<file path="src/rtl/irq_ctl_pkg.sv">
package irq_ctl_pkg;

  localparam int DATA_W = 32;

  // Word offsets of the register port
  typedef enum logic [1:0] {
    REG_STATUS  = 2'd0,
    REG_ENABLE  = 2'd1,
    REG_DISABLE = 2'd2,
    REG_MASK    = 2'd3
  } reg_sel_e;

  // Decoded write actions, at most one active per cycle
  typedef struct packed {
    logic clr_status;
    logic en_mask;
    logic dis_mask;
    logic force_status;
  } wr_strobe_t;

endpackage

</file>
<file path="src/rtl/irq_wr_decode.sv">
module irq_wr_decode
  import irq_ctl_pkg::*;
#(
  parameter int ADDR_W = 2
) (
  input  logic              wr_en,
  input  logic [ADDR_W-1:0] wr_addr,
  output wr_strobe_t        strb
);

  always_comb begin
    strb = '0;
    if (wr_en) begin
      unique case (wr_addr)
        ADDR_W'(REG_STATUS):  strb.clr_status   = 1'b1;
        ADDR_W'(REG_ENABLE):  strb.en_mask      = 1'b1;
        ADDR_W'(REG_DISABLE): strb.dis_mask     = 1'b1;
        ADDR_W'(REG_MASK):    strb.force_status = 1'b1;
        default:              strb              = '0;
      endcase
    end
  end

endmodule

</file>
<file path="src/rtl/irq_mask_reg.sv">
module irq_mask_reg #(
  parameter int NUM_SRC = 30
) (
  input  logic               clk,
  input  logic               rst_n,
  input  logic               en_i,
  input  logic               dis_i,
  input  logic [NUM_SRC-1:0] data_i,
  output logic [NUM_SRC-1:0] mask_o
);

  logic [NUM_SRC-1:0] mask_q;

  // A set bit means that source is disabled
  always_ff @(posedge clk or negedge rst_n) begin
    if (!rst_n) begin
      mask_q <= '1;
    end else if (dis_i) begin
      mask_q <= mask_q | data_i;
    end else if (en_i) begin
      mask_q <= mask_q & ~data_i;
    end
  end

  assign mask_o = mask_q;

  // enable clears exactly the ones written
  a_r4_enable_clears: assert property (@(posedge clk) disable iff (!rst_n)
    en_i |=> ((mask_q & $past(data_i)) == '0));

  // disable sets exactly the ones written
  a_r5_disable_sets: assert property (@(posedge clk) disable iff (!rst_n)
    dis_i |=> ((mask_q & $past(data_i)) == $past(data_i)));

  // no mask change without an enable or disable write
  a_r6_mask_held: assert property (@(posedge clk) disable iff (!rst_n)
    (!en_i && !dis_i) |=> $stable(mask_q));

endmodule

</file>
<file path="src/rtl/irq_status_reg.sv">
module irq_status_reg #(
  parameter int               NUM_SRC    = 30,
  parameter logic [NUM_SRC-1:0] EVT_IGNORE = '0
) (
  input  logic               clk,
  input  logic               rst_n,
  input  logic [NUM_SRC-1:0] src_evt_i,
  input  logic               clr_i,
  input  logic               force_i,
  input  logic [NUM_SRC-1:0] data_i,
  output logic [NUM_SRC-1:0] status_o
);

  logic [NUM_SRC-1:0] status_q;
  logic [NUM_SRC-1:0] evt_eff;
  logic [NUM_SRC-1:0] set_vec;
  logic [NUM_SRC-1:0] clr_vec;

  assign evt_eff = src_evt_i & ~EVT_IGNORE;
  assign set_vec = evt_eff | (force_i ? data_i : '0);
  assign clr_vec = clr_i ? data_i : '0;

  // Sets are applied after clears, so an event beats a clear on the same bit
  always_ff @(posedge clk or negedge rst_n) begin
    if (!rst_n) begin
      status_q <= '0;
    end else begin
      status_q <= (status_q & ~clr_vec) | set_vec;
    end
  end

  assign status_o = status_q;

  // every live event lands, clear or not
  a_r8_event_sets: assert property (@(posedge clk) disable iff (!rst_n)
    (|evt_eff) |=> ((status_q & $past(evt_eff)) == $past(evt_eff)));

  // test write raises the bits written as one
  a_r7_force_sets: assert property (@(posedge clk) disable iff (!rst_n)
    force_i |=> ((status_q & $past(data_i)) == $past(data_i)));

  // software clear drops bits that no event refreshed
  a_r9_clear_drops: assert property (@(posedge clk) disable iff (!rst_n)
    clr_i |=> ((status_q & $past(data_i & ~src_evt_i)) == '0));

  // ignored positions move only by software
  a_r12_ignored_held: assert property (@(posedge clk) disable iff (!rst_n)
    (!clr_i && !force_i) |=> $stable(status_q & EVT_IGNORE));

endmodule

</file>
<file path="src/rtl/irq_out_reg.sv">
module irq_out_reg #(
  parameter int NUM_SRC = 30
) (
  input  logic               clk,
  input  logic               rst_n,
  input  logic [NUM_SRC-1:0] status_i,
  input  logic [NUM_SRC-1:0] mask_i,
  output logic               irq_o
);

  logic irq_q;

  always_ff @(posedge clk or negedge rst_n) begin
    if (!rst_n) begin
      irq_q <= 1'b0;
    end else begin
      irq_q <= |(status_i & ~mask_i);
    end
  end

  assign irq_o = irq_q;

  // any unmasked pending bit raises the line one edge later
  a_r11_raise: assert property (@(posedge clk) disable iff (!rst_n)
    (|(status_i & ~mask_i)) |=> irq_q);

  // nothing unmasked pending keeps the line low one edge later
  a_r11_quiet: assert property (@(posedge clk) disable iff (!rst_n)
    ((status_i & ~mask_i) == '0) |=> !irq_q);

endmodule

</file>
<file path="src/rtl/irq_mask_status_ctl.sv">
module irq_mask_status_ctl
  import irq_ctl_pkg::*;
#(
  parameter int NUM_SRC        = 30,
  parameter int ADDR_W         = 2,
  parameter int UNUSED_SRC_IDX = 8
) (
  input  logic               clk,
  input  logic               rst_n,
  input  logic               wr_en,
  input  logic [ADDR_W-1:0]  wr_addr,
  input  logic [DATA_W-1:0]  wr_data,
  input  logic [ADDR_W-1:0]  rd_addr,
  output logic [DATA_W-1:0]  rd_data,
  input  logic [NUM_SRC-1:0] src_evt,
  output logic               irq
);

  localparam logic [NUM_SRC-1:0] EVT_IGNORE = NUM_SRC'(1) << UNUSED_SRC_IDX;

  wr_strobe_t         strb;
  logic [NUM_SRC-1:0] wdata;
  logic [NUM_SRC-1:0] mask;
  logic [NUM_SRC-1:0] status;
  logic               unused_hi;

  assign wdata     = wr_data[NUM_SRC-1:0];
  assign unused_hi = ^wr_data[DATA_W-1:NUM_SRC];

  irq_wr_decode #(.ADDR_W(ADDR_W)) u_dec (
    .wr_en   (wr_en),
    .wr_addr (wr_addr),
    .strb    (strb)
  );

  irq_mask_reg #(.NUM_SRC(NUM_SRC)) u_mask (
    .clk    (clk),
    .rst_n  (rst_n),
    .en_i   (strb.en_mask),
    .dis_i  (strb.dis_mask),
    .data_i (wdata),
    .mask_o (mask)
  );

  irq_status_reg #(.NUM_SRC(NUM_SRC), .EVT_IGNORE(EVT_IGNORE)) u_stat (
    .clk       (clk),
    .rst_n     (rst_n),
    .src_evt_i (src_evt),
    .clr_i     (strb.clr_status),
    .force_i   (strb.force_status),
    .data_i    (wdata),
    .status_o  (status)
  );

  irq_out_reg #(.NUM_SRC(NUM_SRC)) u_out (
    .clk      (clk),
    .rst_n    (rst_n),
    .status_i (status),
    .mask_i   (mask),
    .irq_o    (irq)
  );

  // Read mux; unused upper bits and the write-only addresses return zero
  always_comb begin
    rd_data = '0;
    if (rd_addr == ADDR_W'(REG_STATUS)) begin
      rd_data[NUM_SRC-1:0] = status;
    end else if (rd_addr == ADDR_W'(REG_MASK)) begin
      rd_data[NUM_SRC-1:0] = mask;
    end
  end

  // a write to the mask address never changes the mask
  a_r6_mask_addr_inert: assert property (@(posedge clk) disable iff (!rst_n)
    (wr_en && wr_addr == ADDR_W'(REG_MASK)) |=> $stable(mask));

endmodule

</file>
<file path="config.mk">
export PLATFORM = sky130hd
export DESIGN_NAME = irq_mask_status_ctl
export DESIGN_NICKNAME = d
export VERILOG_FILES = /design/src/rtl/irq_ctl_pkg.sv /design/src/rtl/irq_wr_decode.sv /design/src/rtl/irq_mask_reg.sv /design/src/rtl/irq_status_reg.sv /design/src/rtl/irq_out_reg.sv /design/src/rtl/irq_mask_status_ctl.sv
export SDC_FILE = /design/constraint.sdc
export NUM_CORES = 1
export LEC_CHECK = 0
export BUFFER_PORTS_ARGS = -buffer_cell sky130_fd_sc_hd__buf_2
export CAP_MARGIN = 30
export CELL_PAD_IN_SITES_DETAIL_PLACEMENT = 0
export CELL_PAD_IN_SITES_GLOBAL_PLACEMENT = 1
export CORE_MARGIN = 8
export CORE_UTILIZATION = 41
export CTS_BUF_LIST = sky130_fd_sc_hd__clkbuf_16
export DETAILED_ROUTE_END_ITERATION = 7
export PLACE_DENSITY_LB_ADDON = 0.1
export SLEW_MARGIN = 10
export SYNTH_ARGS = -nofsm -noshare
export SYNTH_HDL_FRONTEND = slang
export SYNTH_SLANG_ARGS = --single-unit
</file>
<file path="constraint.sdc">
create_clock -name clk -period 2.1 [get_ports clk]
set_input_delay 0.315 -clock clk [delete_from_list [all_inputs] [get_ports clk]]
set_output_delay 0.315 -clock clk [all_outputs]
set_load 0.1 [all_outputs]
</file>
==> metrics.md <==
| Metric | Value |
|---|---|
| Sequential share of the synthesized area | `52.1%` |
| Startpoint types | `flop` |
| Ant. Diodes | `0` |
| Hold violation total from the final report | `0` |
| Min Hold Slack | `0.178 ns` |
| Req. time, crit path | `~1.8 ns` |
| Post-synth top area share | `a little over a quarter` |
| Total power | `roughly 0.0041 W` |
| Final WL | `just under 9000 um` |
| Placed cell area | `around 0.0041 mm2` |
| PortBufs | `96` |
| Final ANT Viol Nets | `0` |
| TritonCTS clock tree | `built` |
| Layout cells sized above 1 | `38.4%` |
| Mapped Area | `about 0.0030 mm2` |
| Grt ovf | `0` |
| Routability cong. | `0.783` |
| Worst skew pair latency | `0.32 ns` |
| Post-CTS sizing | `0` |
| Rel. slew slack | `about two thirds` |
| Fill cells | `627` |
| Area contributors post-synth | `dfstp_2 (26%), dfrtp_1 (26%), a22o_1 (18%)` |
| Worst Hold Launch | `src_evt[26]` |
| Die width | `102 um` |
| Pin count of the biggest net entering global routing | `31` |
| Fin crit period | `roughly 1.6 ns` |
| Die footprint | `0.0103 mm2` |
| Skew final | `0.00497 ns` |
| H-tree depth | `3` |
| Tcrit/Tclk final | `74.8%` |
| Setup TNS | `0 ns` |
| Combinational share of power | `29.1%` |
| Synth cell types | `22` |
| Via count of the routed design | `between 2,000 and 3,000` |
| Router iterations before antenna repair | `4` |
| Min-delay worst type | `primary input to flop` |
| Wire per inst | `18.1 um` |
| Most common cell after layout, fill and taps aside | `buf_2` |
| Most frequent cells in the layout | `buf_2 (66), a22o_1 (60), nand2_1 (33)` |
| Final net count | `457` |
| Yosys warnings | `0` |
| Hold Path Sink | `u_stat.status_o[26]$_DFF_PN0_` |
| Num ports | `~100` |
| Worst vdd ir | `roughly 0.00054 V` |
| Initial antenna violation count | `0` |
| Crit path kind | `flop to output port` |
| HPWL after detailed placement | `6030 um` |
| CTS Buf Count | `9` |
| # DRC | `0` |
| Global Route Usage Sum | `18.1%` |
| FF-to-FF setup slack | `roughly 0.83 ns` |
| Post-placement cell count | `475` |
| Initial Util | `a little over two fifths` |
| Area growth, synth to finish | `45.4%` |
| CP max FO | `3` |
| RSZ-0062 raised after global routing | `false` |
| Syn avg cell area | `slightly above 10 um2` |
| Net load switching power | `0.00132 W` |
| Root Driver | `clkbuf_16` |
| Critical Path Sink Type | `output port` |
| Via density per instance | `approximately 5.5` |
| Power Density | `930 mW/mm2` |
| Vias in the first global route | `2,835` |
| R2r worst-path depth | `3` |
| Die Height | `102 um` |
| Core Rows | `31` |
| Area of the core | `between 0.007 and 0.008 mm2` |
| CP Data Arrival Time | `1.26 ns` |
| Fmax | `636 MHz` |
| Slew @ Worst Pin | `0.520 ns` |
| Max Cap Viol | `0` |
| Initial DRC count | `100` |
| Area leader, netlist | `dfstp_2` |
| Slew Limit Fails | `0` |
| Run status | `finished, final reports clean` |
| Final setup vio count | `0` |
| Mapped Cells | `290` |
| Clock tree buffer depth | `2` |
| Post CTS Setup Buffer Count | `0` |
| Reg-to-Reg End | `u_out.irq_o$_DFF_PN0_` |
| Clk network pwr share | `34.3%` |
| First-pass GRT wire length | `14,400 um` |
| Sequential power share | `36.6%` |
| Finished Cell Area | `around 0.0044 mm2` |
| P_leak | `2.01 nW` |
| Synth Register Bits | `61` |
| Worst-path clk slew | `around 0.050 ns` |
| Sw Ratio | `32.5%` |
| Internal Power | `0.00274 W` |
| CTS Sinks | `61` |
| WHS Path Cells | `2` |
| Non-Filler Instances | `492` |
==> cell usage after synthesis <==
cell type	instances
a211o_1	27
a21o_1	1
a21oi_1	28
a221o_1	2
a22o_1	60
and2_1	2
and3_1	1
buf_2	6
buf_4	3
clkbuf_1	11
conb_1	1
dfrtp_1	31
dfstp_2	30
inv_1	30
nand2_1	33
nand4_1	1
nor2_1	2
nor3_1	1
nor3b_2	1
nor4_1	3
o22ai_1	15
xor2_1	1
==> area by class of cell <==
cell class                      count  area, um2  share of cell area, %
Tap cell                           99        124                   2.84
Timing Repair Buffer              106       1030                   23.7
Multi-Input combinational cell    180       1240                   28.5
Sequential cell                    61       1560                   35.9
Inverter                           30        113                   2.58
Clock inverter                      7       58.8                   1.35
Clock buffer                        9        225                   5.16
==> critical path, cell delays in order, from the launching register on <==
cell and delay (ns):
dfstp_2 0.54, a22o_1 0.20, buf_12 0.19
==> power groups by stage <==
stage	Sequential (W)	Combinational [W]	Clock [W]
2_1_floorplan	0.00147	0.000748	0
3_3_place_gp	0.00150	0.00118	0
3_5_place_dp	0.00150	0.00119	0
4_1_cts	0.00148	0.00119	0.00142
5_1_grt	0.00150	0.00124	0.00148
6_report	0.00148	0.00118	0.00139
==> kinds of logic (layout without fill, tap and decap cells) <==
kind of cell | after synthesis | count (layout) | share of synthesized area, %
other | 1 | 2 | 0.125
flip-flops | 61 | 61 | 52.1
AO/OA/AOI/OAI | 133 | 133 | 34.1
AND/OR/NAND/NOR | 44 | 44 | 6.42
buffers and inverters | 50 | 152 | 6.88
XOR/XNOR | 1 | 1 | 0.292
==> metal layers <==
metal / vias to the layer above / share of wire [%] / routed length (um) / global-route usage (%)
met5: - / 0 / 0 / 0
met2: 104 / 47 / 4220 / 27.6
met3: 12 / 7.5 / 668 / 5.02
met4: 0 / 1.5 / 133 / 7.33
met1: 1328 / 44 / 3890 / 23.7
li1: 1283 / - / - / -
==> worst max path at each step <==
stage	startpoint	endpoint	slack (ns)	depth (start not counted)
after floorplan	rd_addr[1]	rd_data[0]	0.23	3
after global placement	rd_addr[1]	rd_data[3]	0.56	5
after detailed placement	wr_addr[1]	u_stat.status_o[4]$_DFF_PN0_	0.52	5
after CTS	flop	rd_data[5]	0.52	2
after global routing	flop	rd_data[15]	0.49	2
final	flop	rd_data[5]	0.53	2
==> repair_timing <==
item | CTS | global route
endpoints found under the hold margin | 11 | 0
hold buffers | 1 | 0
setup endpoints to repair | 0 | 0
==> stage by stage <==
step	setup slack [ns]	utilization, %
after floorplan	0.232	-
after global placement	0.557	56.7
after detailed placement	0.522	56.7
after CTS	0.524	60.8
after global routing	0.493	60.8
final	0.529	60.8
(Power assumes the default switching activity.)
